[src/rtl/sdinit_pkg.sv]
package sdinit_pkg;

  localparam int MODE_W = 12;

  typedef enum logic [2:0] {
    CMD_NORMAL    = 3'd0,
    CMD_NOP       = 3'd1,
    CMD_PRECHARGE = 3'd2,
    CMD_MRS       = 3'd3,
    CMD_REFRESH   = 3'd4
  } sd_cmd_e;

  typedef enum logic [3:0] {
    ST_IDLE, ST_STAB, ST_NOP_ISS, ST_NOP_WAIT, ST_PRE_ISS, ST_PRE_WAIT,
    ST_REF_ISS, ST_REF_WAIT, ST_MRS_ISS, ST_MRS_WAIT, ST_NORMAL,
    ST_REF_ON, ST_DONE, ST_ERR
  } seq_state_e;

  function automatic int max2(input int a, input int b);
    return (a > b) ? a : b;
  endfunction

  function automatic logic cas_ok(input logic [2:0] cas);
    return (cas == 3'd2) || (cas == 3'd3);
  endfunction

  // Mode word: [2:0] burst length, [3] burst type, [6:4] CAS, [9] write burst
  function automatic logic [MODE_W-1:0] mode_word(input logic [2:0] cas,
                                                  input logic [2:0] blen,
                                                  input logic       btype,
                                                  input logic       wsingle);
    return {2'b00, wsingle, 2'b00, cas, btype, blen};
  endfunction

endpackage

[src/rtl/sdinit_timer.sv]
module sdinit_timer #(
  parameter int W = 8
) (
  input  logic         clk,
  input  logic         rst_n,
  input  logic         load,
  input  logic [W-1:0] load_val,
  output logic         expired
);
  logic [W-1:0] cnt;

  always_ff @(posedge clk or negedge rst_n) begin
    if (!rst_n)             cnt <= '0;
    else if (load)          cnt <= load_val - 1'b1;
    else if (cnt != '0)     cnt <= cnt - 1'b1;
  end

  assign expired = (cnt == '0);

  AST_LOAD_NONZERO: assert property (@(posedge clk) disable iff (!rst_n)
    load |-> (load_val != '0));

  AST_COUNT_DOWN: assert property (@(posedge clk) disable iff (!rst_n)
    (!load && $past(!load) && cnt != '0) |=> (cnt == $past(cnt) - 1'b1));
endmodule

[src/rtl/sdinit_row_walk.sv]
module sdinit_row_walk #(
  parameter int NUM_ROWS = 4
) (
  input  logic                clk,
  input  logic                rst_n,
  input  logic                active,
  input  logic [NUM_ROWS-1:0] rows,
  output logic [NUM_ROWS-1:0] cs,
  output logic                last
);
  localparam int IW = (NUM_ROWS > 1) ? $clog2(NUM_ROWS) : 1;
  localparam logic [IW-1:0] LAST_IDX = IW'(NUM_ROWS - 1);

  logic [IW-1:0] idx;

  assign last = active && (idx == LAST_IDX);

  always_ff @(posedge clk or negedge rst_n) begin
    if (!rst_n)              idx <= '0;
    else if (!active || last) idx <= '0;
    else                     idx <= idx + 1'b1;
  end

  for (genvar r = 0; r < NUM_ROWS; r++) begin : g_cs
    assign cs[r] = active && rows[r] && (idx == IW'(r));
  end

  AST_IDX_RANGE: assert property (@(posedge clk) disable iff (!rst_n)
    idx <= LAST_IDX);

  AST_CS_POPULATED: assert property (@(posedge clk) disable iff (!rst_n)
    (cs & ~rows) == '0);
endmodule

[src/rtl/sdram_init_seq.sv]
module sdram_init_seq
  import sdinit_pkg::*;
#(
  parameter int          NUM_ROWS      = 4,
  parameter int          CLK_MHZ       = 100,
  parameter int          STAB_US       = 200,
  parameter int          NOP_CYC       = 200,
  parameter int          TRP_CYC       = 3,
  parameter int          TRC_CYC       = 9,
  parameter int          MRS_CYC       = 2,
  parameter int          REFRESH_COUNT = 8,
  parameter logic [2:0]  BURST_LEN     = 3'd2,
  parameter logic        BURST_TYPE    = 1'b1,
  parameter logic        WRITE_SINGLE  = 1'b0
) (
  input  logic                clk,
  input  logic                rst_n,
  input  logic                start_i,
  input  logic [2:0]          cas_lat_i,
  input  logic [NUM_ROWS-1:0] row_present_i,
  output logic [2:0]          cmd_o,
  output logic [MODE_W-1:0]   mode_addr_o,
  output logic [NUM_ROWS-1:0] cs_o,
  output logic                refresh_en_o,
  output logic                done_o
);
  localparam int STAB_CYC = CLK_MHZ * STAB_US;
  localparam int MAX_WAIT = max2(max2(STAB_CYC, NOP_CYC),
                                 max2(max2(TRP_CYC, TRC_CYC), MRS_CYC));
  localparam int TW = $clog2(MAX_WAIT + 1);
  localparam int RW = (REFRESH_COUNT > 1) ? $clog2(REFRESH_COUNT) : 1;

  seq_state_e          state, nxt;
  logic [2:0]          cas_q;
  logic [NUM_ROWS-1:0] rows_q;
  logic [RW-1:0]       ref_cnt;
  logic                t_load, t_exp, w_last;
  logic [TW-1:0]       t_val;

  // named events for the assertions
  logic issue_w, err_w, ref_last_w;
  assign issue_w    = (state == ST_NOP_ISS) || (state == ST_PRE_ISS) ||
                      (state == ST_REF_ISS) || (state == ST_MRS_ISS);
  assign err_w      = (state == ST_ERR);
  assign ref_last_w = (ref_cnt == RW'(REFRESH_COUNT - 1));

  sdinit_timer #(.W(TW)) u_timer (
    .clk(clk), .rst_n(rst_n), .load(t_load), .load_val(t_val), .expired(t_exp)
  );

  sdinit_row_walk #(.NUM_ROWS(NUM_ROWS)) u_walk (
    .clk(clk), .rst_n(rst_n), .active(issue_w), .rows(rows_q),
    .cs(cs_o), .last(w_last)
  );

  always_comb begin
    nxt    = state;
    t_load = 1'b0;
    t_val  = '0;
    if (start_i) begin
      if (cas_ok(cas_lat_i)) begin
        nxt = ST_STAB; t_load = 1'b1; t_val = TW'(STAB_CYC);
      end else begin
        nxt = ST_ERR;
      end
    end else begin
      case (state)
        ST_STAB:     if (t_exp) nxt = ST_NOP_ISS;
        ST_NOP_ISS:  if (w_last) begin nxt = ST_NOP_WAIT; t_load = 1'b1; t_val = TW'(NOP_CYC); end
        ST_NOP_WAIT: if (t_exp) nxt = ST_PRE_ISS;
        ST_PRE_ISS:  if (w_last) begin nxt = ST_PRE_WAIT; t_load = 1'b1; t_val = TW'(TRP_CYC); end
        ST_PRE_WAIT: if (t_exp) nxt = ST_REF_ISS;
        ST_REF_ISS:  if (w_last) begin nxt = ST_REF_WAIT; t_load = 1'b1; t_val = TW'(TRC_CYC); end
        ST_REF_WAIT: if (t_exp) nxt = ref_last_w ? ST_MRS_ISS : ST_REF_ISS;
        ST_MRS_ISS:  if (w_last) begin nxt = ST_MRS_WAIT; t_load = 1'b1; t_val = TW'(MRS_CYC); end
        ST_MRS_WAIT: if (t_exp) nxt = ST_NORMAL;
        ST_NORMAL:   nxt = ST_REF_ON;
        ST_REF_ON:   nxt = ST_DONE;
        default:     nxt = state;
      endcase
    end
  end

  always_ff @(posedge clk or negedge rst_n) begin
    if (!rst_n) begin
      state   <= ST_IDLE;
      cas_q   <= '0;
      rows_q  <= '0;
      ref_cnt <= '0;
    end else begin
      state <= nxt;
      if (start_i) begin
        cas_q   <= cas_lat_i;
        rows_q  <= row_present_i;
        ref_cnt <= '0;
      end else if (state == ST_REF_WAIT && t_exp && !ref_last_w) begin
        ref_cnt <= ref_cnt + 1'b1;
      end
    end
  end

  always_comb begin
    case (state)
      ST_PRE_ISS, ST_PRE_WAIT:                   cmd_o = CMD_PRECHARGE;
      ST_REF_ISS, ST_REF_WAIT:                   cmd_o = CMD_REFRESH;
      ST_MRS_ISS, ST_MRS_WAIT:                   cmd_o = CMD_MRS;
      ST_NORMAL, ST_REF_ON, ST_DONE:             cmd_o = CMD_NORMAL;
      default:                                   cmd_o = CMD_NOP;
    endcase
  end

  assign mode_addr_o  = (state == ST_MRS_ISS) ?
                        mode_word(cas_q, BURST_LEN, BURST_TYPE, WRITE_SINGLE) : '0;
  assign refresh_en_o = (state == ST_REF_ON) || (state == ST_DONE);
  assign done_o       = (state == ST_DONE);

  AST_CMD_LEGAL: assert property (@(posedge clk) disable iff (!rst_n)
    cmd_o <= 3'd4);

  AST_CS_ONEHOT: assert property (@(posedge clk) disable iff (!rst_n)
    $onehot0(cs_o));

  AST_CS_ONLY_ISSUE: assert property (@(posedge clk) disable iff (!rst_n)
    (cs_o != '0) |-> (cmd_o != CMD_NORMAL));

  AST_MODE_ONLY_MRS: assert property (@(posedge clk) disable iff (!rst_n)
    (mode_addr_o != '0) |-> (cmd_o == CMD_MRS));

  AST_REF_AFTER_NORMAL: assert property (@(posedge clk) disable iff (!rst_n)
    ($rose(refresh_en_o) && !$past(start_i)) |-> ($past(cmd_o) == CMD_NORMAL));

  AST_DONE_AFTER_REF: assert property (@(posedge clk) disable iff (!rst_n)
    $rose(done_o) |-> $past(refresh_en_o));

  AST_ERR_QUIET: assert property (@(posedge clk) disable iff (!rst_n)
    err_w |-> (!done_o && !refresh_en_o && cs_o == '0));

  AST_START_RESTARTS: assert property (@(posedge clk) disable iff (!rst_n)
    (start_i && cas_ok(cas_lat_i)) |=> (cmd_o == CMD_NOP && cs_o == '0 && !done_o));
endmodule

[config.mk]
export PLATFORM = sky130hd
export DESIGN_NAME = sdram_init_seq
export DESIGN_NICKNAME = d
export VERILOG_FILES = /design/src/rtl/sdinit_pkg.sv /design/src/rtl/sdinit_timer.sv /design/src/rtl/sdinit_row_walk.sv /design/src/rtl/sdram_init_seq.sv
export SDC_FILE = /design/constraint.sdc
export NUM_CORES = 1
export LEC_CHECK = 0
export ABC_AREA = 1
export ABC_CLOCK_PERIOD_IN_PS = 2730
export BUFFER_PORTS_ARGS = -buffer_cell sky130_fd_sc_hd__buf_2
export CORE_ASPECT_RATIO = 1.75
export CORE_MARGIN = 2
export CORE_UTILIZATION = 55
export CTS_BUF_LIST = sky130_fd_sc_hd__clkbuf_4
export CTS_CLUSTER_DIAMETER = 120
export CTS_CLUSTER_SIZE = 30
export DETAILED_ROUTE_END_ITERATION = 6
export GPL_ROUTABILITY_DRIVEN = 0
export GPL_TIMING_DRIVEN = 0
export PLACE_DENSITY = 0.76
export SYNTH_ARGS = -nofsm -noshare
export SYNTH_HDL_FRONTEND = slang
export SYNTH_HIERARCHICAL = 1
export SYNTH_SLANG_ARGS = --single-unit
[constraint.sdc]
create_clock -name clk -period 2.73 [get_ports clk]
set_input_delay 0.1365 -clock clk [delete_from_list [all_inputs] [get_ports clk]]
set_output_delay 0.1365 -clock clk [all_outputs]
set_load 0.01 [all_outputs]
### After elaboration in Yosys (flattened, before gate mapping)

Memories as Yosys holds them, arrays and structs flattened.
Cells that the tools add are included.

| operators by class | value |
|---|---|
| add/sub/neg operators | 4 |
| equality and inequality tests | 27 |
| mux-type cells | 30 |
| reductions and logical operators | 27 |

Operators by type and width:

| kind | count |
|---|---|
| 15-bit 2-to-1 mux | 4 |
| 4-bit 2-to-1 mux | 13 |
| 4-bit one-hot mux with 11 select lines | 1 |
| 8-bit one-hot mux with 4 select lines | 1 |
| 15-bit by 1-bit subtractor with 15-bit output (second input constant) | 2 |
| 4-bit == test (second input constant) | 5 |
| 4-bit by 3-bit == test with 1-bit output (second input constant) | 4 |
| 15-bit zero test | 1 |
| 3-bit != test (second input constant) | 5 |
| 15-bit nonzero test | 1 |
| 3-bit by 2-bit != test with 1-bit output (second input constant) | 4 |
| 12-bit nonzero test | 1 |
| 1-bit logical AND | 11 |
| 10-bit AND reduction | 1 |
| 4-bit by 2-bit == test with 1-bit output (second input constant) | 2 |
| 8-bit 2-to-1 mux | 1 |
| 7-bit 2-to-1 mux | 1 |
| 3-bit by 2-bit == test with 1-bit output (second input constant) | 2 |
| 1-bit logical OR | 6 |
| 2-bit 2-to-1 mux | 3 |
| 3-bit 2-to-1 mux | 2 |
| 2-bit == test (second input constant) | 2 |
| 4-bit by 1-bit == test with 1-bit output (second input constant) | 1 |
| 1-bit 2-to-1 mux | 4 |
| other kinds (8) | 10 |

| storage, ports and cells | value |
|---|---|
| flip-flop bits (word level) | 31 |
| bits in read-only memories | 48 |
| input port bits | 10 |
| output and inout bits | 21 |
| logic and storage cells | 95 |
| memories | 1 |

Memory list:

| name | words | bits a word | rd ports | clocked after memory_dff | wr ports | line | RTL |
|---|---|---|---|---|---|---|---|
| (no name shown) | 16 | 3 | 1 | 0 | 0 | sdram_init_seq.sv:103 | `case (state)` |

### Longest topological paths before layout

Gate-level depths: netlist of the first run.

| logic depth | value |
|---|---|
| depth in word-level cells | 10 |
| gate-level depth with buffers | 21 |

### By module

Netlist of the first run, hierarchy kept.

Modules (own cells, without submodules):

| module | times used | cells each | area an instance (um^2) |
|---|---|---|---|
| sdinit_timer | 1 | 211 | 1,287.5 |
| sdram_init_seq | 1 | 153 | 1,092.3 |
| sdinit_row_walk | 1 | 26 | 177.7 |

### Worst setup path before layout of the first run

Ideal clock, no wire load.

| timing | value |
|---|---|
| path kind | register to register |
| start | register state[2] |
| end | register u_timer.cnt[12] |
| data arrival time | 2.619 ns |
| required time | 2.613 ns |
| setup slack | -0.006 ns |
| cell stages (with the launch flop) | 19 |
| buffers on the path | 2 |
| clock period less this slack | 2.736 ns |
| cells stage by stage | dfrtp_1 > inv_1 > ha_1 > nand3_4 > nand3_4 > nand2_1 > inv_1 > nand3_1 > o21ai_0 > buf_6 > buf_6 > nand2_1 > o21ai_4 > ha_1 > nand3_4 > nor2_4 > nand3_1 > nor2_1 > nor2_1 |

| between the ends | value |
|---|---|
| elaborated cells on any way between the ends | 21 |
| classes of those cells | add/sub: 1; eq/ne: 4; mux: 10; reduce/logical: 6 |

RTL lines:

| what | line | RTL |
|---|---|---|
| from (decl) | sdram_init_seq.sv:33 | `seq_state_e state, nxt;` |
| from (signal assigned) | sdram_init_seq.sv:91 | `state <= nxt;` |
| 4-bit by 2-bit == test with 1-bit output or 4-bit by 3-bit == test with 1-bit output (tied branches) | sdram_init_seq.sv:42 | `assign issue_w = (state == ST_NOP_ISS) \|\| (state == ST_PRE_ISS) \|\|` |
| 1-bit logical OR (2 in series) | sdram_init_seq.sv:42 |  |
| 1-bit logical OR * | sdram_init_seq.sv:43 | `(state == ST_REF_ISS) \|\| (state == ST_MRS_ISS);` |
| via issue_w | sdram_init_seq.sv:41 | `logic issue_w, err_w, ref_last_w;` |
| 1-bit logical AND * | sdinit_row_walk.sv:16 | `assign last = active && (idx == LAST_IDX);` |
| via w_last | sdram_init_seq.sv:37 | `logic t_load, t_exp, w_last;` |
| 1-bit 2-to-1 mux * (2 in series) | n/a |  |
| 1-bit 2-to-1 mux * | sdram_init_seq.sv:60 | `if (start_i) begin` |
| via t_load | sdram_init_seq.sv:37 |  |
| 15-bit 2-to-1 mux or 2-bit nonzero test (tied branches) | n/a |  |
| to (signal assigned) | sdinit_timer.sv:14 | `else if (load) cnt <= load_val - 1'b1;` |
| to (signal assigned) | sdinit_timer.sv:15 | `else if (cnt != '0) cnt <= cnt - 1'b1;` |
| to (decl) | sdinit_timer.sv:10 | `logic [W-1:0] cnt;` |

The timed path passes the listed nets; every way through them passes the cells marked *.
A chain may end at the register's enable or synchronous reset.

### Worst setup path after layout of the first run

| timing | value |
|---|---|
| start | register state[2] |
| end | register u_timer.cnt[4] |

The elaborated chain is that of the path after synthesis.

==> metrics.md, run 1 <==
| Metric | Value |
|---|---|
| Status | complete, no violations |
| CTS H-tree depth | 2 |
| Hold crit path type | input port to flip-flop |
| Initial core utilization | a little under three fifths |
| Final Util | ~69% |
| Core Area | ~4400 um2 |
| WHS Path Cells | 3 |
| Kind of critical path | flip-flop to flip-flop |
| I/O Buffers | 23 |
| Final Net Count | 470 |
| Post-layout instance area | between 3000 and 4000 um2 |
| Hpwl dp | roughly 4.7 mm |
| Post-Synthesis Cells | between 300 and 400 |
| CTS Root Cell | clkbuf_4 |
| Synth cell types | 28 |
| Initial drt markers | 86 |
| Area contributors post-synth | dfrtp_1, nand2_1, inv_1 |
| Detailed-route DRC error count | 0 |
| Diode count | 0 |
| Placed Area | about 2800 um2 |
| Number of CTS-inserted buffers | 5 |
| Ports | 31 |
| Count of final hold-check violations | 0 |
| # setup viols final | 0 |
| Post-route clock period utilization | a little over nine tenths |
| Crit path required time | 2.96 ns |
| Arrival time at the worst endpoint | 2.83 ns |
| Slew of the pin with the lowest slew margin | about 0.73 ns |
| Cell accounting for the most synthesized area | dfrtp_1 |
| Vias in the first global route | roughly 2500 |
| Max-Cap Viols | 0 |
| Clk_skew | roughly 0.017 ns |
| Post-synth EDFFs | 0 |
| DIE AREA | around 5200 um2 |
| Wire length per cell | around 13 um |
| Clock Sinks | 31 |
| Main synth FF type | dfrtp_1 |
| Top cell type's share of synthesized area | around 30% |
| Die H | around 94 um |
| VDD IR max | between 600 and 700 uV |
| Seq/Total Area, Yosys | a little under a third |
| F_max | between 300 and 400 MHz |
| Area Growth Syn to Fin | 20.6% |
| Via-to-Cell Ratio | 5.08 |
| Global-route wire length before repair | about 11 mm |
| Cell area after synthesis | around 2600 um2 |
| Layout cell share with drive strength beyond 1 | roughly a quarter |
| Min cycle time layout | about 2.6 ns |
| CTS tree | yes |
| Total wire length | 6.31 mm |
| Worst r2r path cells | 19 |
| Crit start category | flip-flop |
| Worst-case clock buffer depth | 2 |
| Critical Path End Type | flip-flop |
| Syn_area_per_cell | about 6.6 um2 |
| Die Wd | about 56 um |
| Clk Latency, worst-skew pair | about 0.34 ns |
| Grt ovf | 0 |
| Number of nets still failing antenna checks after routing | 0 |
| Asr flop ratio synth | 100% |
| CTS clk-pin slew, worst paths | between 0.1 and 0.15 ns |
| Most numerous cell in the Yosys netlist | nand2_1 |
| Critical-path maximum fanout | 10 |
| Most instantiated cells after synthesis | nand2_1, inv_1, nor2_1, dfrtp_1, nand3_1 |
| Vias after detailed routing | 2540 |
| Row count | 32 |
| Max-slew headroom | 51.5% |
| Synth Register Bits | 31 |
| Pin count of the biggest net entering global routing | 32 |
| Max Transition Viols Final | 0 |
| Drt pass-1 iters | 4 |
| Total track usage | 25.8% |
| Initial antenna violation count | 0 |
| P_leak | 1.70 nW |
| PD cells | 911 nW/um2 |
| Ys Warns | 6 |
critical path: stages (launching register included):
cell and delay [ns]:
dfrtp_2 0.47, ha_2 0.20, buf_6 0.13, nand2_2 0.10, nand3_4 0.08, nand2_2 0.10, inv_2 0.05, nand3_2 0.10
o21ai_2 0.07, buf_6 0.13, buf_8 0.14, nand2_1 0.10, nand2_4 0.09, inv_2 0.08, ha_4 0.15, nand3_4 0.10
inv_1 0.15, nor2_1 0.07, o21ai_1 0.14, inv_1 0.05
stage by stage:
step	setup WS (ns)	std cells	setup TNS (ns)	hold slack (ns)	power [mW]
final	0.133	500	0	0.0172	2.81
after global routing	-0.00823	500	-0.00823	0.00211	3.08
after CTS	0.0191	496	0	0.00700	2.73
after floorplan	0.00936	403	0	-0.159	1.88
after global placement	-0.501	477	-3.84	0.225	2.19
after detailed placement	-0.529	477	-4.40	0.231	2.22
registers in the layout, summed over array words and instances (netlist names):
name and cells:
state 4, cas_q 3, u_timer/cnt 15, ref_cnt 3
u_walk/idx 2, rows_q 4
where the power goes:
group | switching (mW) | internal [mW] | leakage [nW] | total (mW)
Combinational | 1.07 | 0.639 | 1.27 | 1.71
Sequential | 0.127 | 0.604 | 0.386 | 0.732
Clock | 0.172 | 0.193 | 0.0452 | 0.364
Total | 1.37 | 1.44 | 1.70 | 2.81
final cells by class:
cell class	count	area, um2
Fill cell	392	1360
Sequential cell	31	778
Inverter	65	254
Clock buffer	5	37.5
Clock inverter	3	43.8
Buffer	15	124
Timing Repair Buffer	38	238
Tap cell	51	63.8
Multi-Input combinational cell	292	1550
cells in the final DEF (no fill, tap or decap), types with 4 or more instances in the layout:
cell type / count
dlygate4sd3_1: 4
nor2_4: 7
nand2_2: 16
conb_1: 14
buf_2: 23
nand3_2: 4
inv_2: 7
ha_1: 8
nor2_1: 39
o21ai_0: 16
nand4_1: 4
dfrtp_1: 29
clkbuf_4: 6
buf_4: 19
o21ai_1: 7
nand2_1: 126
nor2_2: 7
nand3_1: 17
inv_1: 55
a21oi_1: 10
worst paths after layout:
check / startpoint / end / slack, ns
worst min-delay path: row_present_i[2] / rows_q[2] / 0.02
max in group asynchronous: rst_n / state[3] / 1.82
worst max-delay path: state[2] / u_timer/cnt[4] / 0.13
min in group asynchronous: rst_n / u_timer/cnt[6] / 0.39
worst min register to register: rows_q[3] / rows_q[3] / 0.49
worst max register to register: state[2] / u_timer/cnt[4] / 0.13
what timing repair did:
item                                    CTS  global route
buffers inserted                          7             4
resized for setup                        15            14
hold buffers                              4             0
hold endpoints to repair                 34             0
pin swaps                                 4             3
endpoints found under the setup margin   14            12
kinds of logic (layout without fill, tap and decap cells):
logic type | Yosys count | in the layout | share of synthesized area [%]
AO/OA/AOI/OAI | 38 | 38 | 8.22
flip-flops | 31 | 31 | 30.3
other | 1 | 14 | 0.147
adder cells (fa/ha/maj) | 12 | 12 | 5.87
AND/OR/NAND/NOR | 228 | 228 | 41.4
buffers and inverters | 80 | 126 | 14.0
layer usage:
metal	GRT usage, %	up-vias	part of all wire (%)
li1	-	1280	-
met1	23.5	1174	35
met4	15.7	0	4.7
met5	0	-	0
met2	51.4	61	57
met3	3.99	25	2.9
Power figures use the tool's default switching activity.
==> inputs of run 2 (changes only) <==
--- a/config.mk
+++ b/config.mk
@@ -15,9 +15,9 @@
 export CTS_CLUSTER_DIAMETER = 120
 export CTS_CLUSTER_SIZE = 30
 export DETAILED_ROUTE_END_ITERATION = 6
-export GPL_ROUTABILITY_DRIVEN = 0
 export GPL_TIMING_DRIVEN = 0
 export PLACE_DENSITY = 0.76
+export RECOVER_POWER = 50
 export SYNTH_ARGS = -nofsm -noshare
 export SYNTH_HDL_FRONTEND = slang
 export SYNTH_HIERARCHICAL = 1
==> run 2 against run 1 <==
  * The run now ends with max-capacitance violations, max-slew violations left
  * Critical path depth increased by 1
  * Sequential power increased by 1%
  * Routed wire length increased by 2.0%
  * Global-route usage increased by 1.2 points
  * Register-to-register slack improved by 0.02 ns
  * Cell area decreased by 0.16%
  * Worst setup slack improved by 0.022 ns
  * Clock power decreased by 22%
  * Final cell count decreased by 0.20%
  * First-iteration DRC count increased by 4.7%
  * Flip-flop and latch count unchanged
  * Largest power group unchanged
  * Highest routed layer unchanged
==> metrics.md, run 2 (synthesis gave the netlist of run 1 again) <==
| Metric | Value |
|---|---|
| Status | finished with violations |
| Failing checks | max-capacitance violations, max-slew violations |
| Global-route wire length before repair | 11.0 mm (+3.2%) |
| DIE AREA | 5230 um2 (unchanged) |
| Crit-path cells | buf_4 -> ha_4 -> nand2_8 -> nand3_4 -> nand2_2 -> inv_2 -> nand3_4 -> o21ai_2 -> buf_6 -> buf_12 -> nand2_1 -> nand2_2 -> inv_2 -> ha_4 -> nand3_4 -> nor2_4 -> nand3_1 -> nand2_1 -> inv_1 -> nor2_2 |
| Min cycle time layout | 2.58 ns (-0.0218 ns) |
| Number of nets still failing antenna checks after routing | 0 (unchanged) |
| Clock Sinks | 31 (unchanged) |
| Diode count | 0 (unchanged) |
| Reg-to-reg critical path endpoint | u_timer/cnt[14] |
| Initial drt markers | 90 (+4.7%) |
| Drt pass-1 iters | 4 (unchanged) |
| CTS Root Cell | clkbuf_4 |
| Number of CTS-inserted buffers | 5 (unchanged) |
| F_max | 388 MHz (+0.85%) |
| Pin count of the biggest net entering global routing | 32 (unchanged) |
| Vias after detailed routing | 2517 (-0.91%) |
| VDD IR max | 661 uV (+1.1%) |
| Busiest grt layer | met2 |
| Placer Congestion | slightly below 0.9 |
| Crit start category | flip-flop |
| Vias in the first global route | 2594 (+2.6%) |
| Critical-path maximum fanout | 10 (unchanged) |
| Met2 Use GR | 52.6% (+1.2 points) |
| CP top delay family | simple AND/OR/NAND/NOR gates |
| Dpl cells | 477 (unchanged) |
| Placed Area | 2790 um2 (unchanged) |
| Initial core utilization | 57.5% (unchanged) |
| I/O Buffers | 23 (unchanged) |
| Die Wd | 55.5 um (unchanged) |
| Pre-CTS setup slack | -0.521 ns (+0.00832 ns) |
| Hold Crit Start | cas_lat_i[0] |
| P_leak | 1.68 nW (-1.3%) |
| Final Util | 69.3% (-0.11 points) |
| Worst Hold End | cas_q[0] |
| Layout cell share with drive strength beyond 1 | 24.8% (-0.61 points) |
| Area Growth Syn to Fin | 20.4% |
| Max FFs per register | 15 (unchanged) |
| Worst r2r path cells | 20 (+1) |
| Setup slack after layout | 0.155 ns (+0.0218 ns) |
| Arrival time at the worst endpoint | 2.87 ns (+0.04 ns) |
| Final Net Count | 469 (-0.21%) |
| Hold crit path type | input port to flip-flop |
| Met1 Resource Use GR | 24.5% (+1.0 points) |
| Pwr Total | 2.76 mW (-1.6%) |
| CTS H-tree depth | 2 (unchanged) |
| Largest regs | u_timer/cnt (15), rows_q (4), state (4) |
| Commonest non-fill, non-tap cell in the layout | nand2_1 |
| Max Transition Viols Final | 32 (+32) |
| WP buf/inv | 6 (-1) |
| GRT met3 Usage | 3.72% (-0.28 points) |
| Clk_skew | 0.00887 ns (-0.00822 ns) |
| Row count | 32 (unchanged) |
| Count of final hold-check violations | 0 (unchanged) |
| Max-Cap Viols | 1 (+1) |
| WHS Path Cells | 3 (unchanged) |
| Total wire length | 6.44 mm (+2.0%) |
| Clk Latency, worst-skew pair | 0.35 ns (about the same) |
| Detailed-route DRC error count | 0 (unchanged) |
| Most frequent cells in the layout | nand2_1, inv_1, nor2_1, dfrtp_1, buf_2 |
| Worst-case clock buffer depth | 2 (unchanged) |
| Max-slew headroom | -17.0% (-68 points) |
| Largest Register | u_timer/cnt |
| Die H | 94.2 um (unchanged) |
| CP max stage delay | 0.44 ns (-0.03 ns) |
| Via-to-Cell Ratio | 5.04 (-0.71%) |
| Post-layout instance area | 3080 um2 (-0.16%) |
| CTS tree | yes |
| Most used cell, CP | nand3_4 |
| Core Area | 4440 um2 (unchanged) |
| Critical Path End Type | flip-flop |
| Finished Layout Cells | 499 (-0.20%) |
| Grt ovf | 0 (unchanged) |
| Hpwl dp | 4.74 mm (+1.6%) |
| Slowest-stage cell, CP | dfrtp_2 |
| R2r setup slk | 0.15 ns (+0.02 ns) |
| Post-route clock period utilization | 94.3% (-0.80 points) |
| Wire length per cell | 12.9 um (+2.2%) |
| Kind of critical path | flip-flop to flip-flop |
| Initial antenna violation count | 0 (unchanged) |
| Crit path required time | 3.02 ns (+0.06 ns) |
| Ports | 31 (unchanged) |
| # setup viols final | 0 (unchanged) |
| Total track usage | 27.0% (+1.2 points) |
| Slew of the pin with the lowest slew margin | 1.75 ns (+1.03 ns) |
| Worst r2r src | state[3] |
| CTS clk-pin slew, worst paths | 0.10 ns (about the same) |
| PD cells | 897 nW/um2 (-1.4%) |
run 2: changes by cell type in the layout (fill, tap and decap cells not counted), sizes merged:
cell / previous run / this run
clkbuf: 8 / 10
buf: 46 / 43
dlygate4sd3: 4 / 5
clkinvlp: 0 / 1
bufinv: 1 / 0
clkinv: 3 / 2
run 2: timing repair:
action                                  4_1_cts  5_1_grt
hold buffers                                  5        0
endpoints found under the hold margin        35        0
pin swaps                                     4        6
setup buffers                                 6        3
gates resized for setup                      15       18
endpoints found under the setup margin       14       12
run 2: worst max-delay path by stage:
stage / startpoint / endpoint / slack [ns] / cells after the start
after floorplan: state[3] / u_timer/cnt[12] / 0.009 / 18
after global placement: state[2] / u_timer/cnt[12] / -0.49 / 19
after detailed placement: state[2] / u_timer/cnt[12] / -0.52 / 19
after CTS: state[3] / u_timer/cnt[12] / 0.03 / 20
after global routing: state[3] / u_timer/cnt[14] / -0.002 / 20
final: state[3] / u_timer/cnt[14] / 0.15 / 20
run 2: per-layer routing:
layer | routed length (um) | vias up
met5 | 0 | -
met4 | 387 | 0
met1 | 2270 | 1148
met2 | 3580 | 61
met3 | 194 | 25
li1 | - | 1283
run 2: layout make-up:
type                    count  area, um2
multi-input cells         292       1570
fillers                   405       1360
flip-flops and latches     31        778
inverters                  65        254
repair buffers             37        230
plain buffers              15        129
well taps                  51       63.8
clock buffers               6       45.0
clock inverters             2       12.5
run 2: worst min-delay path, delay by kind of cell:
family / cells / cell delay [ns]
AO/OA/AOI/OAI: 1 / 0.06
AND/OR/NAND/NOR: 1 / 0.04
buffers and inverters: 1 / 0.09
run 2: report_power, final:
part | internal, mW | switching (mW) | leakage (nW) | total, mW
clock | 0.109 | 0.174 | 0.0317 | 0.283
combinational | 0.650 | 1.09 | 1.27 | 1.74
sequential | 0.604 | 0.134 | 0.386 | 0.739
total | 1.36 | 1.40 | 1.68 | 2.76
run 2: metrics by stage:
step	setup TNS, ns	hold slack (ns)
floorplan	0	-0.159
global placement	-3.84	0.237
detailed placement	-4.38	0.254
CTS	0	0.00616
global route	-0.00192	0.0153
finish	0	0.00809
==> inputs of run 3 (changes only) <==
--- a/config.mk
+++ b/config.mk
@@ -8,7 +8,7 @@
 export ABC_AREA = 1
 export ABC_CLOCK_PERIOD_IN_PS = 2730
 export BUFFER_PORTS_ARGS = -buffer_cell sky130_fd_sc_hd__buf_2
-export CORE_ASPECT_RATIO = 1.75
+export CORE_ASPECT_RATIO = 0.7
 export CORE_MARGIN = 2
 export CORE_UTILIZATION = 55
 export CTS_BUF_LIST = sky130_fd_sc_hd__clkbuf_4
==> run 3 against run 2 <==
  * The run still ends with max-capacitance violations, max-slew violations left
  * First-iteration DRC count grew to 3.1 times the previous value
  * Via count is 2.1% higher
  * Cell area is 2.1% higher
  * Global-route usage is 0.91 points lower
  * Largest power group unchanged
  * Routed wire length is 1.0% lower
  * Sequential share of layout area is 0.52 points lower
  * Non-clock buffer count is 7 higher
  * Worst hold slack worse by 0.0018 ns
  * Combinational power hardly changed
  * Critical path depth stayed put
==> metrics.md, run 3 (synthesis gave the netlist of run 1 again) <==
| Metric | Value |
|---|---|
| Die Wd | 85.5 um (+54%) |
| Pin count of the biggest net entering global routing | 32 (unchanged) |
| R2r setup slk | 0.14 ns (about the same) |
| Die H | 61.1 um (-35%) |
| DR WL met2 | 2.60 mm (-27%) |
| Worst r2r src | state[2] |
| Via-to-Cell Ratio | 5.04 (about the same) |
| P_leak | 1.74 nW (+3.4%) |
| Met3 Routed Length | 675 um (+250%) |
| Setup slack after layout | 0.140 ns (-0.0144 ns) |
| Max-slew headroom | -20.3% (-3.3 points) |
| I/O Buffers | 23 (unchanged) |
| PD cells | 889 nW/um2 (-0.91%) |
| Worst Hold End | rows_q[2] |
| Critical-path maximum fanout | 6 (-4) |
| Post-Route M1 WL | 3.00 mm (+32%) |
| WHS Path Cells | 3 (unchanged) |
| Failing checks | max-capacitance violations, max-slew violations |
| Hold Crit Start | row_present_i[2] |
| Commonest non-fill, non-tap cell in the layout | nand2_1 |
| Finished Layout Cells | 510 (+2.2%) |
| Grt ovf | 0 (unchanged) |
| Hold crit path type | input port to flip-flop |
| Status | finished with violations |
| Crit start category | flip-flop |
| Max-Cap Viols | 1 (unchanged) |
| Initial antenna violation count | 0 (unchanged) |
| Core Area | 4400 um2 (-0.90%) |
| Crit path required time | 3.01 ns (about the same) |
| CTS H-tree depth | 2 (unchanged) |
| Hpwl dp | 4.48 mm (-5.6%) |
| Uppermost routed layer | met4 |
| Worst hold margin | 0.00633 ns (-0.00176 ns) |
| Unrepaired setup endpoints after global routing | true |
| Clock Sinks | 31 (unchanged) |
| Initial core utilization | 58.1% (+0.52 points) |
| Detailed-route DRC error count | 0 (unchanged) |
| VDD IR max | 660 uV (-0.19%) |
| NetSw | 1.39 mW (-0.80%) |
| Area Growth Syn to Fin | 23.0% |
| Int Power | 1.41 mW (+3.2%) |
| Count of final hold-check violations | 0 (unchanged) |
| Ports | 31 (unchanged) |
| Largest regs | u_timer/cnt (15), rows_q (4), state (4) |
| Placer Congestion | 0.938 (+5.5%) |
| Reg-to-reg critical path endpoint | u_timer/cnt[12] |
| Critical Path End Type | flip-flop |
| Worst-case clock buffer depth | 2 (unchanged) |
| Dpl cells | 481 (+0.84%) |
| Post-route clock period utilization | 94.9% (+0.53 points) |
| Clk_skew | 0.00902 ns (+0.000151 ns) |
| CTS tree | yes |
| CTS clk-pin slew, worst paths | 0.11 ns (about the same) |
| Number of CTS-inserted buffers | 5 (unchanged) |
| Vias after detailed routing | 2570 (+2.1%) |
| Most frequent cells in the layout | nand2_1, inv_1, nor2_1, dfrtp_1, buf_2 |
| Min cycle time layout | 2.59 ns (+0.0144 ns) |
| Final Net Count | 476 (+1.5%) |
| Max Transition Viols Final | 32 (unchanged) |
| Vias in the first global route | 2214 (-15%) |
| # setup viols final | 0 (unchanged) |
| Pwr Total | 2.80 mW (+1.2%) |
| CTS Root Cell | clkbuf_4 |
| Kind of critical path | flip-flop to flip-flop |
| Clk Latency, worst-skew pair | 0.34 ns (about the same) |
| Comb power frac | 63.2% (+0.2 points) |
| Total track usage | 26.1% (-0.91 points) |
| Clk pwr share | 10.6% (+0.4 points) |
| Row count | 20 (-38%) |
| F_max | 386 MHz (-0.56%) |
| Arrival time at the worst endpoint | 2.87 ns (about the same) |
| Flop pwr share | 26.2% (-0.5 points) |
| Final Util | 71.4% (+2.1 points) |
| Wire length per cell | 12.5 um (-3.1%) |
| Max FFs per register | 15 (unchanged) |
| DIE AREA | 5220 um2 (-0.25%) |
| Diode count | 0 (unchanged) |
| Sw frac | 49.7% (-0.99 points) |
| Number of nets still failing antenna checks after routing | 0 (unchanged) |
| Worst r2r path cells | 20 (unchanged) |
| Largest Register | u_timer/cnt |
| Initial drt markers | 275 (+210%) |
| Drt pass-1 iters | 5 (+1) |
| Global-route wire length before repair | 10.4 mm (-5.2%) |
| Pre-CTS setup slack | -0.457 ns (+0.0644 ns) |
| Layout cell share with drive strength beyond 1 | 26.8% (+2.0 points) |
| Total wire length | 6.37 mm (-1.0%) |
| Slew of the pin with the lowest slew margin | 1.80 ns (+0.0490 ns) |
## run 3: cell types whose count changed in the layout (fill, tap and decap cells not counted), sizes merged
cell,delta
clkbuf,+1
clkinv,-1
inv,+1
clkinvlp,-1
buf,+7
## run 3: final cells by class
| class | instances | area, um2 |
|---|---|---|
| sequential | 31 | 778 |
| fill | 386 | 1260 |
| clock buffer | 7 | 52.6 |
| inverter | 65 | 251 |
| buffer | 15 | 121 |
| multi-input combinational | 292 | 1560 |
| tap | 55 | 68.8 |
| clock inverter | 1 | 5.00 |
| timing repair buffer | 44 | 305 |
## run 3: critical path, stage by stage, from the launching register on
cell and delay [ns]:
dfrtp_2 0.46, ha_2 0.20, buf_6 0.13, nand2_2 0.10, nand3_4 0.10, nand2_4 0.11, inv_4 0.05, nand3_4 0.09
o21ai_2 0.07, buf_6 0.14, buf_8 0.13, nand2_2 0.09, nand2_4 0.08, inv_2 0.07, ha_4 0.15, nand3_4 0.10
nor2_4 0.17, nand3_2 0.09, nand2_1 0.08, nand2_1 0.05, nor2_1 0.09
## run 3: power by group through the flow
stage               clock network [mW]  logic (mW)  registers [mW]
detailed placement                   0        1.48           0.738
finish                           0.297        1.77           0.733
global route                     0.324        1.99           0.750
floorplan                            0        1.18           0.703
CTS                              0.302        1.63           0.723
global placement                     0        1.45           0.732
## run 3: per-layer routing
metal,vias up,track usage (%)
li1,1303,-
met1,1133,38.9
met2,122,39.0
met3,12,5.09
met4,0,7.71
met5,-,0
## run 3: stage by stage
stage	area, um2	TNS (ns)
after CTS	3000	0
after global routing	3150	-0.0327
after floorplan	2610	0
after detailed placement	2800	-4.17
after global placement	2800	-3.76
final	3150	0
## run 3: timing repair
| action | CTS | global route |
|---|---|---|
| setup endpoints to repair | 14 | 14 |
| hold buffers | 5 | 0 |
| hold endpoints to repair | 35 | 0 |
| buffers inserted | 6 | 9 |
| gates resized for setup | 13 | 18 |
| pin swaps | 3 | 3 |
| gates cloned | 0 | 1 |
## run 3: worst max path at each step
| stage | startpoint | endpoint | slack [ns] |
|---|---|---|---|
| after detailed placement | state[2] | u_timer/cnt[4] | -0.46 |
| after CTS | state[2] | u_timer/cnt[12] | 0.002 |
| after global routing | state[3] | u_timer/cnt[12] | -0.02 |
| final | state[2] | u_timer/cnt[12] | 0.14 |
| after global placement | state[2] | u_timer/cnt[4] | -0.44 |
| after floorplan | state[3] | u_timer/cnt[12] | 0.009 |
